### config.mk
export PLATFORM = sky130hd
export DESIGN_NAME = sync_pwm_timer
export DESIGN_NICKNAME = d
export VERILOG_FILES = /design/src/rtl/sync_pwm_pkg.sv /design/src/rtl/pwm_ctrl.sv /design/src/rtl/pwm_datapath.sv /design/src/rtl/sync_pwm_timer.sv
export SDC_FILE = /design/constraint.sdc
export NUM_CORES = 1
export LEC_CHECK = 0
export ABC_AREA = 0
export BUFFER_PORTS_ARGS = -buffer_cell sky130_fd_sc_hd__buf_2
export CAP_MARGIN = 25
export CORE_AREA = 2 2 135 137
export DETAILED_ROUTE_END_ITERATION = 6
export DIE_AREA = 0 0 137 139
export HOLD_SLACK_MARGIN = 0.03
export PLACE_DENSITY = 0.77
export SLEW_MARGIN = 20
export SYNTH_ARGS = -nofsm -noshare
export SYNTH_HDL_FRONTEND = slang
export SYNTH_SLANG_ARGS = --single-unit
export TNS_END_PERCENT = 5
### constraint.sdc
create_clock -name clk -period 10.7 [get_ports clk]
set_input_delay 0.535 -clock clk [delete_from_list [all_inputs] [get_ports clk]]
set_output_delay 0.535 -clock clk [all_outputs]
set_load 0.03 [all_outputs]
### src/rtl/sync_pwm_pkg.sv
package sync_pwm_pkg;
  // control-to-datapath strobes
  typedef struct packed {
    logic loadDirect;  // timer stopped: writes land in active registers at once
    logic commit;      // armed period match: shadow values become active
    logic slaveGate;   // slave compare section configured to follow the master
  } pwm_strobe_t;
endpackage

### src/rtl/pwm_ctrl.sv
module pwm_ctrl
  import sync_pwm_pkg::*;
#(
  parameter int WIDTH    = 16,
  parameter int ADDR_W   = 3,
  parameter int ARM_SLOT = 1
) (
  input  logic              clk,
  input  logic              rstN,
  input  logic              masterEnable,
  input  logic [2:0]        masterMode,
  input  logic [3:0]        masterSel,
  input  logic [2:0]        slaveMode,
  input  logic              slaveSync,
  input  logic [1:0]        slaveSel,
  input  logic              wrEn,
  input  logic [ADDR_W-1:0] wrAddr,
  input  logic [WIDTH-1:0]  activeCycle,
  output logic [WIDTH-1:0]  count,
  output logic              running,
  output logic              periodMatch,
  output pwm_strobe_t       strobe
);
  localparam logic [2:0] MODE_PWM    = 3'b100;
  localparam logic [2:0] MODE_FOLLOW = 3'b101;

  logic runReq;
  logic runQ;
  logic armed;
  logic armWrite;

  assign runReq   = masterEnable && (masterMode == MODE_PWM) && (masterSel == 4'b0000);
  assign armWrite = wrEn && (wrAddr == ADDR_W'(ARM_SLOT));

  assign running     = runQ;
  assign periodMatch = runQ && (count == activeCycle);

  assign strobe.loadDirect = !runQ;
  assign strobe.commit     = periodMatch && armed;
  assign strobe.slaveGate  = (slaveMode == MODE_FOLLOW) && slaveSync && (slaveSel == 2'b00);

  always_ff @(posedge clk) begin
    if (!rstN) begin
      runQ  <= 1'b0;
      count <= '0;
      armed <= 1'b0;
    end else begin
      runQ <= runReq;
      if (!runReq || !runQ) begin
        count <= '0;
      end else if (periodMatch) begin
        count <= '0;
      end else begin
        count <= count + 1'b1;
      end
      if (!runReq) begin
        armed <= 1'b0;
      end else if (armWrite) begin
        armed <= 1'b1;
      end else if (periodMatch) begin
        armed <= 1'b0;
      end
    end
  end

  // the count never passes the active period
  p_count_in_range_r1: assert property (@(posedge clk) disable iff (!rstN)
    count <= activeCycle);

  // a period match is followed by a count of zero
  p_wrap_r1: assert property (@(posedge clk) disable iff (!rstN)
    periodMatch |=> (count == '0));

  // an arming write while running leaves the reload armed
  p_arm_r6: assert property (@(posedge clk) disable iff (!rstN)
    (armWrite && runReq) |=> armed);

  // an invalid setup stops the count in the next clock
  p_stop_r8: assert property (@(posedge clk) disable iff (!rstN)
    !runReq |=> (count == '0) && !running && !periodMatch);
endmodule

### src/rtl/pwm_datapath.sv
module pwm_datapath
  import sync_pwm_pkg::*;
#(
  parameter int WIDTH      = 16,
  parameter int NUM_DUTY   = 5,
  parameter int NUM_MASTER = 3,
  parameter int ADDR_W     = 3
) (
  input  logic                clk,
  input  logic                rstN,
  input  logic                wrEn,
  input  logic [ADDR_W-1:0]   wrAddr,
  input  logic [WIDTH-1:0]    wrData,
  input  pwm_strobe_t         strobe,
  input  logic [WIDTH-1:0]    count,
  input  logic                running,
  output logic [WIDTH-1:0]    activeCycle,
  output logic [NUM_DUTY-1:0] pwmOut
);
  localparam int NUM_REGS = NUM_DUTY + 1;

  logic [WIDTH-1:0] bufQ    [NUM_REGS];
  logic [WIDTH-1:0] bufNext [NUM_REGS];
  logic [WIDTH-1:0] actQ    [NUM_REGS];

  for (genvar g = 0; g < NUM_REGS; g++) begin : g_slot
    assign bufNext[g] = (wrEn && (wrAddr == ADDR_W'(g))) ? wrData : bufQ[g];

    always_ff @(posedge clk) begin
      if (!rstN) begin
        bufQ[g] <= '0;
        actQ[g] <= '0;
      end else begin
        bufQ[g] <= bufNext[g];
        if (strobe.loadDirect) begin
          actQ[g] <= bufNext[g];
        end else if (strobe.commit) begin
          actQ[g] <= bufQ[g];
        end
      end
    end

    // while running, active values hold unless a reload commits
    p_active_hold_r5: assert property (@(posedge clk) disable iff (!rstN)
      (!strobe.loadDirect && !strobe.commit) |=> (actQ[g] == $past(actQ[g])));

    // a commit copies the shadow value in one clock
    p_commit_copy_r6: assert property (@(posedge clk) disable iff (!rstN)
      strobe.commit |=> (actQ[g] == $past(bufQ[g])));
  end

  assign activeCycle = actQ[0];

  for (genvar d = 0; d < NUM_DUTY; d++) begin : g_out
    logic hit;
    assign hit = running && (count < actQ[d+1]);
    if (d < NUM_MASTER) begin : g_master
      assign pwmOut[d] = hit;
    end else begin : g_slave
      assign pwmOut[d] = hit && strobe.slaveGate;
    end
  end
endmodule

### src/rtl/sync_pwm_timer.sv
module sync_pwm_timer
  import sync_pwm_pkg::*;
#(
  parameter int  WIDTH      = 16,
  parameter int  NUM_DUTY   = 5,
  parameter int  NUM_MASTER = 3,
  localparam int ADDR_W     = $clog2(NUM_DUTY + 1)
) (
  input  logic                clk,
  input  logic                rstN,
  input  logic                masterEnable,
  input  logic [2:0]          masterMode,
  input  logic [3:0]          masterSel,
  input  logic [2:0]          slaveMode,
  input  logic                slaveSync,
  input  logic [1:0]          slaveSel,
  input  logic                wrEn,
  input  logic [ADDR_W-1:0]   wrAddr,
  input  logic [WIDTH-1:0]    wrData,
  output logic [NUM_DUTY-1:0] pwmOut,
  output logic                periodIrq
);
  pwm_strobe_t      strobe;
  logic [WIDTH-1:0] count;
  logic [WIDTH-1:0] activeCycle;
  logic             running;

  pwm_ctrl #(.WIDTH(WIDTH), .ADDR_W(ADDR_W), .ARM_SLOT(1)) i_ctrl (
    .clk(clk), .rstN(rstN),
    .masterEnable(masterEnable), .masterMode(masterMode), .masterSel(masterSel),
    .slaveMode(slaveMode), .slaveSync(slaveSync), .slaveSel(slaveSel),
    .wrEn(wrEn), .wrAddr(wrAddr), .activeCycle(activeCycle),
    .count(count), .running(running), .periodMatch(periodIrq), .strobe(strobe)
  );

  pwm_datapath #(.WIDTH(WIDTH), .NUM_DUTY(NUM_DUTY), .NUM_MASTER(NUM_MASTER),
                 .ADDR_W(ADDR_W)) i_dp (
    .clk(clk), .rstN(rstN),
    .wrEn(wrEn), .wrAddr(wrAddr), .wrData(wrData),
    .strobe(strobe), .count(count), .running(running),
    .activeCycle(activeCycle), .pwmOut(pwmOut)
  );
endmodule

==> reports/metrics.cfg <==
[route]
wl_met3_um = 1360
antenna_left = 0
wl_met2_um = 10800
wire_per_inst_um = 19.7
vias_per_cell = 5.83
wl_met1_um = 10500
top_layer = met4
firstDrtPassIters = 5
drt_iter0_drc = 542
drc = 0
wl_um = 23200
via_count = 6885

[sta]
max-slew-margin-rel_pct = 50.3
fin_crit_sh_pct = 31.6
setup_violations = 0
rsz0062_at_grt = no
hold_violations = 0
finalWorstPathRequiredPeriod_ps = 3380
timing.final.ws_setup_ps = 7320
slew_violations = 0
finalSetupTns_ps = 0
clock_skew_ps = 18.3
fmaxAchievable_ghz = 0.296
tightest_slew_ps = 746

[placement]
place_area_sq_mm = 0.0107
globalplace.congestion = 0.812
post-place-ws_ps = 7760
hpwl_um = 15200
portBuffers = 41

[clock_tree]
cts_resized = 0
cts_htree_levels = 1
cts.sinks = 210
cts_made_buffers = 22
clk_latency_ps = 510
cts_root_buffer = clkbuf_16
clockBufferDepth = 3
cts_tree = yes
clk_pin_slew_worst_paths_ps = 60
cts_hold_buf = 0
cts_setup_buffers = 0

[logic_synthesis]
yosysTopAreaCell = edfxtp_1
avgSynthCellArea_sq_um = 11.4
synth_edf_count = 96
syn_nets = 1022
synth_top_cell_area_share_pct = 27.9
synthFlopType = dfxtp_1
ys_ff_latch = 210
yosys_warnings = 0
synth_area_leaders = edfxtp_1, dfxtp_1, mux2i_1, ha_1, o2bb2ai_1
syn_inst = 910
ys_seq_area_share_pct = 49.9
async_flop_share_pct = 0
synth_cell_types = 45
synth_area_sq_mm = 0.0103

[global_routing]
grt.total_usage_pct = 25.1
grt_pass1_wl_um = 37300
grt_overflow = 0
grt_pass1_vias = 6890
grt_max_degree = 84
antenna_found_initial = 0

[floorplanning]
initial_core_util_pct = 58.6
ios = 42
fp.dieH_um = 139
rows = 49
die_area_sq_mm = 0.0190
die_x_um = 137
core-area_sq_mm = 0.0177

[cells_and_area]
final_nets = 1050
mostFrequentLayoutCells = dfxtp_1, mux2i_1, o2bb2ai_1, nor2b_1, edfxtp_1
final_common_cell = dfxtp_1
area_growth_pct = 11.2
drive_above_1_share_pct = 10.1
num-fill-cells = 1350
fin_area_sq_mm = 0.0115
diodes = 0

[power_and_ir_drop]
p_total_mw = 1.72
seqPwrFrac_pct = 49.9
ir_worst_vdd_mv = 0.122
p_sw_mw = 0.366
swShare_pct = 21.3
pwr-share-comb_pct = 5.2
clkPwrFrac_pct = 44.9
power.density_mw_per_mm2 = 149
leakage_nw = 4.57
p_int_mw = 1.35

[run_status]
outcome = complete, no violations

[min_path]
holdCritPathClass = in -> reg

[worst_setup_path]
cpMaxStageDelayCell = dfxtp_1
crit_path_cell_trace = ha_1 -> a21oi_1 -> o21ai_0 -> a211oi_1 -> nor3_1 -> a2111oi_0 -> buf_2
cp-start-kind = register
arrival_ps = 2840
cp-end-kind = primary output
crit_type = reg -> out
slowest_delay_ps = 600
worstPathRequired_ps = 10170
path_max_fanout = 9
cp_top_family = compound AO/OA/AOI/OAI gates
crit_buf_inv = 1

[job]
drv_cap = 0

[synthesized netlist by cell type (3+ instances only)]
master     count
ha_1          76
inv_1         77
nor4_1         5
a21oi_1       26
and3_1         3
nand2b_1       9
nor3_1         8
nor3b_1        3
nand4_1       11
xnor2_1       15
buf_6          5
nand3_1        8
clkbuf_1      24
edfxtp_1      96
a21o_1        14
buf_4          3
xor2_1        15
a211oi_1       3
nor2_1        28
a31oi_1        3
o2bb2ai_1     96
dfxtp_1      114
nand2_1       25
nor2b_1       96
buf_2         14
mux2i_1       96
o21ai_0       11
[cells by family after synthesis]
logic type      count (synthesis)  synth area share (%)
compound gates                164                  12.3
xor+xnor                       30                  2.54
fa+ha+maj                      76                  9.19
buf+inv                       125                  5.18
flops                         210                  49.9
mux                            96                  9.29
simple gates                  209                  11.6
[worst paths after layout]
kind	to	slack, ps	startpoint	cells past startpoint
setup reg to reg	i_dp.actQ[2][6]$_SDFFCE_PN0P_	7850	i_ctrl.count[14]$_SDFF_PP0_	7
setup / recovery	pwmOut[3]	7320	i_ctrl.count[7]$_SDFF_PP0_	7
hold / removal	i_ctrl.running$_SDFF_PN0_	390	masterMode[1]	3
hold reg to reg	i_dp.actQ[1][29]$_DFFE_PP_	530	i_dp.bufQ[3][13]$_SDFF_PN0_	1
[registers in the layout, indices dropped and copies added (netlist names)]
| name | count |
|---|---|
| i_ctrl.armed | 1 |
| i_ctrl.count | 16 |
| i_ctrl.running | 1 |
| i_dp.actQ | 96 |
| i_dp.bufQ | 96 |
[power by group through the flow]
stage	logic [mW]	registers, mW	clock network [mW]
finish	0.0899	0.856	0.772
global route	0.0980	0.858	0.811
CTS	0.0891	0.856	0.780
detailed placement	0.0885	0.874	0
global placement	0.0860	0.873	0
floorplan	0.0552	0.872	0
[per-layer routing]
metal | vias to the layer above | global-route usage, %
li1 | 3342 | -
met5 | - | 0
met3 | 34 | 4.09
met1 | 3318 | 35.8
met4 | 0 | 6.84
met2 | 191 | 39.7
[through the flow]
stage	utilization [%]	instances	hold slack, ps
finish	65.1	1181	392
detailed placement	60.9	1142	518
global placement	60.6	1140	513
global route	65.1	1181	395
floorplan	-	910	503
CTS	65.0	1180	381
[worst reg2reg max path: stages, from the launching register on]
cell       delay (ps)
dfxtp_1           650
xor2_1            170
nor3_1            380
nand3_1           280
nor3_4            220
buf_4             400
buf_16            320
o2bb2ai_1         260
[cell type report]
cell class	instances	area, sq um	share of cell area (%)
Clock inverter	7	87.6	0.762
Clock buffer	31	646	5.61
Timing Repair Buffer	52	340	2.96
Tap cell	229	287	2.49
Sequential cell	210	5160	44.9
Inverter	77	289	2.51
Multi-Input combinational cell	575	4690	40.8
Power figures use the tool's default switching activity.
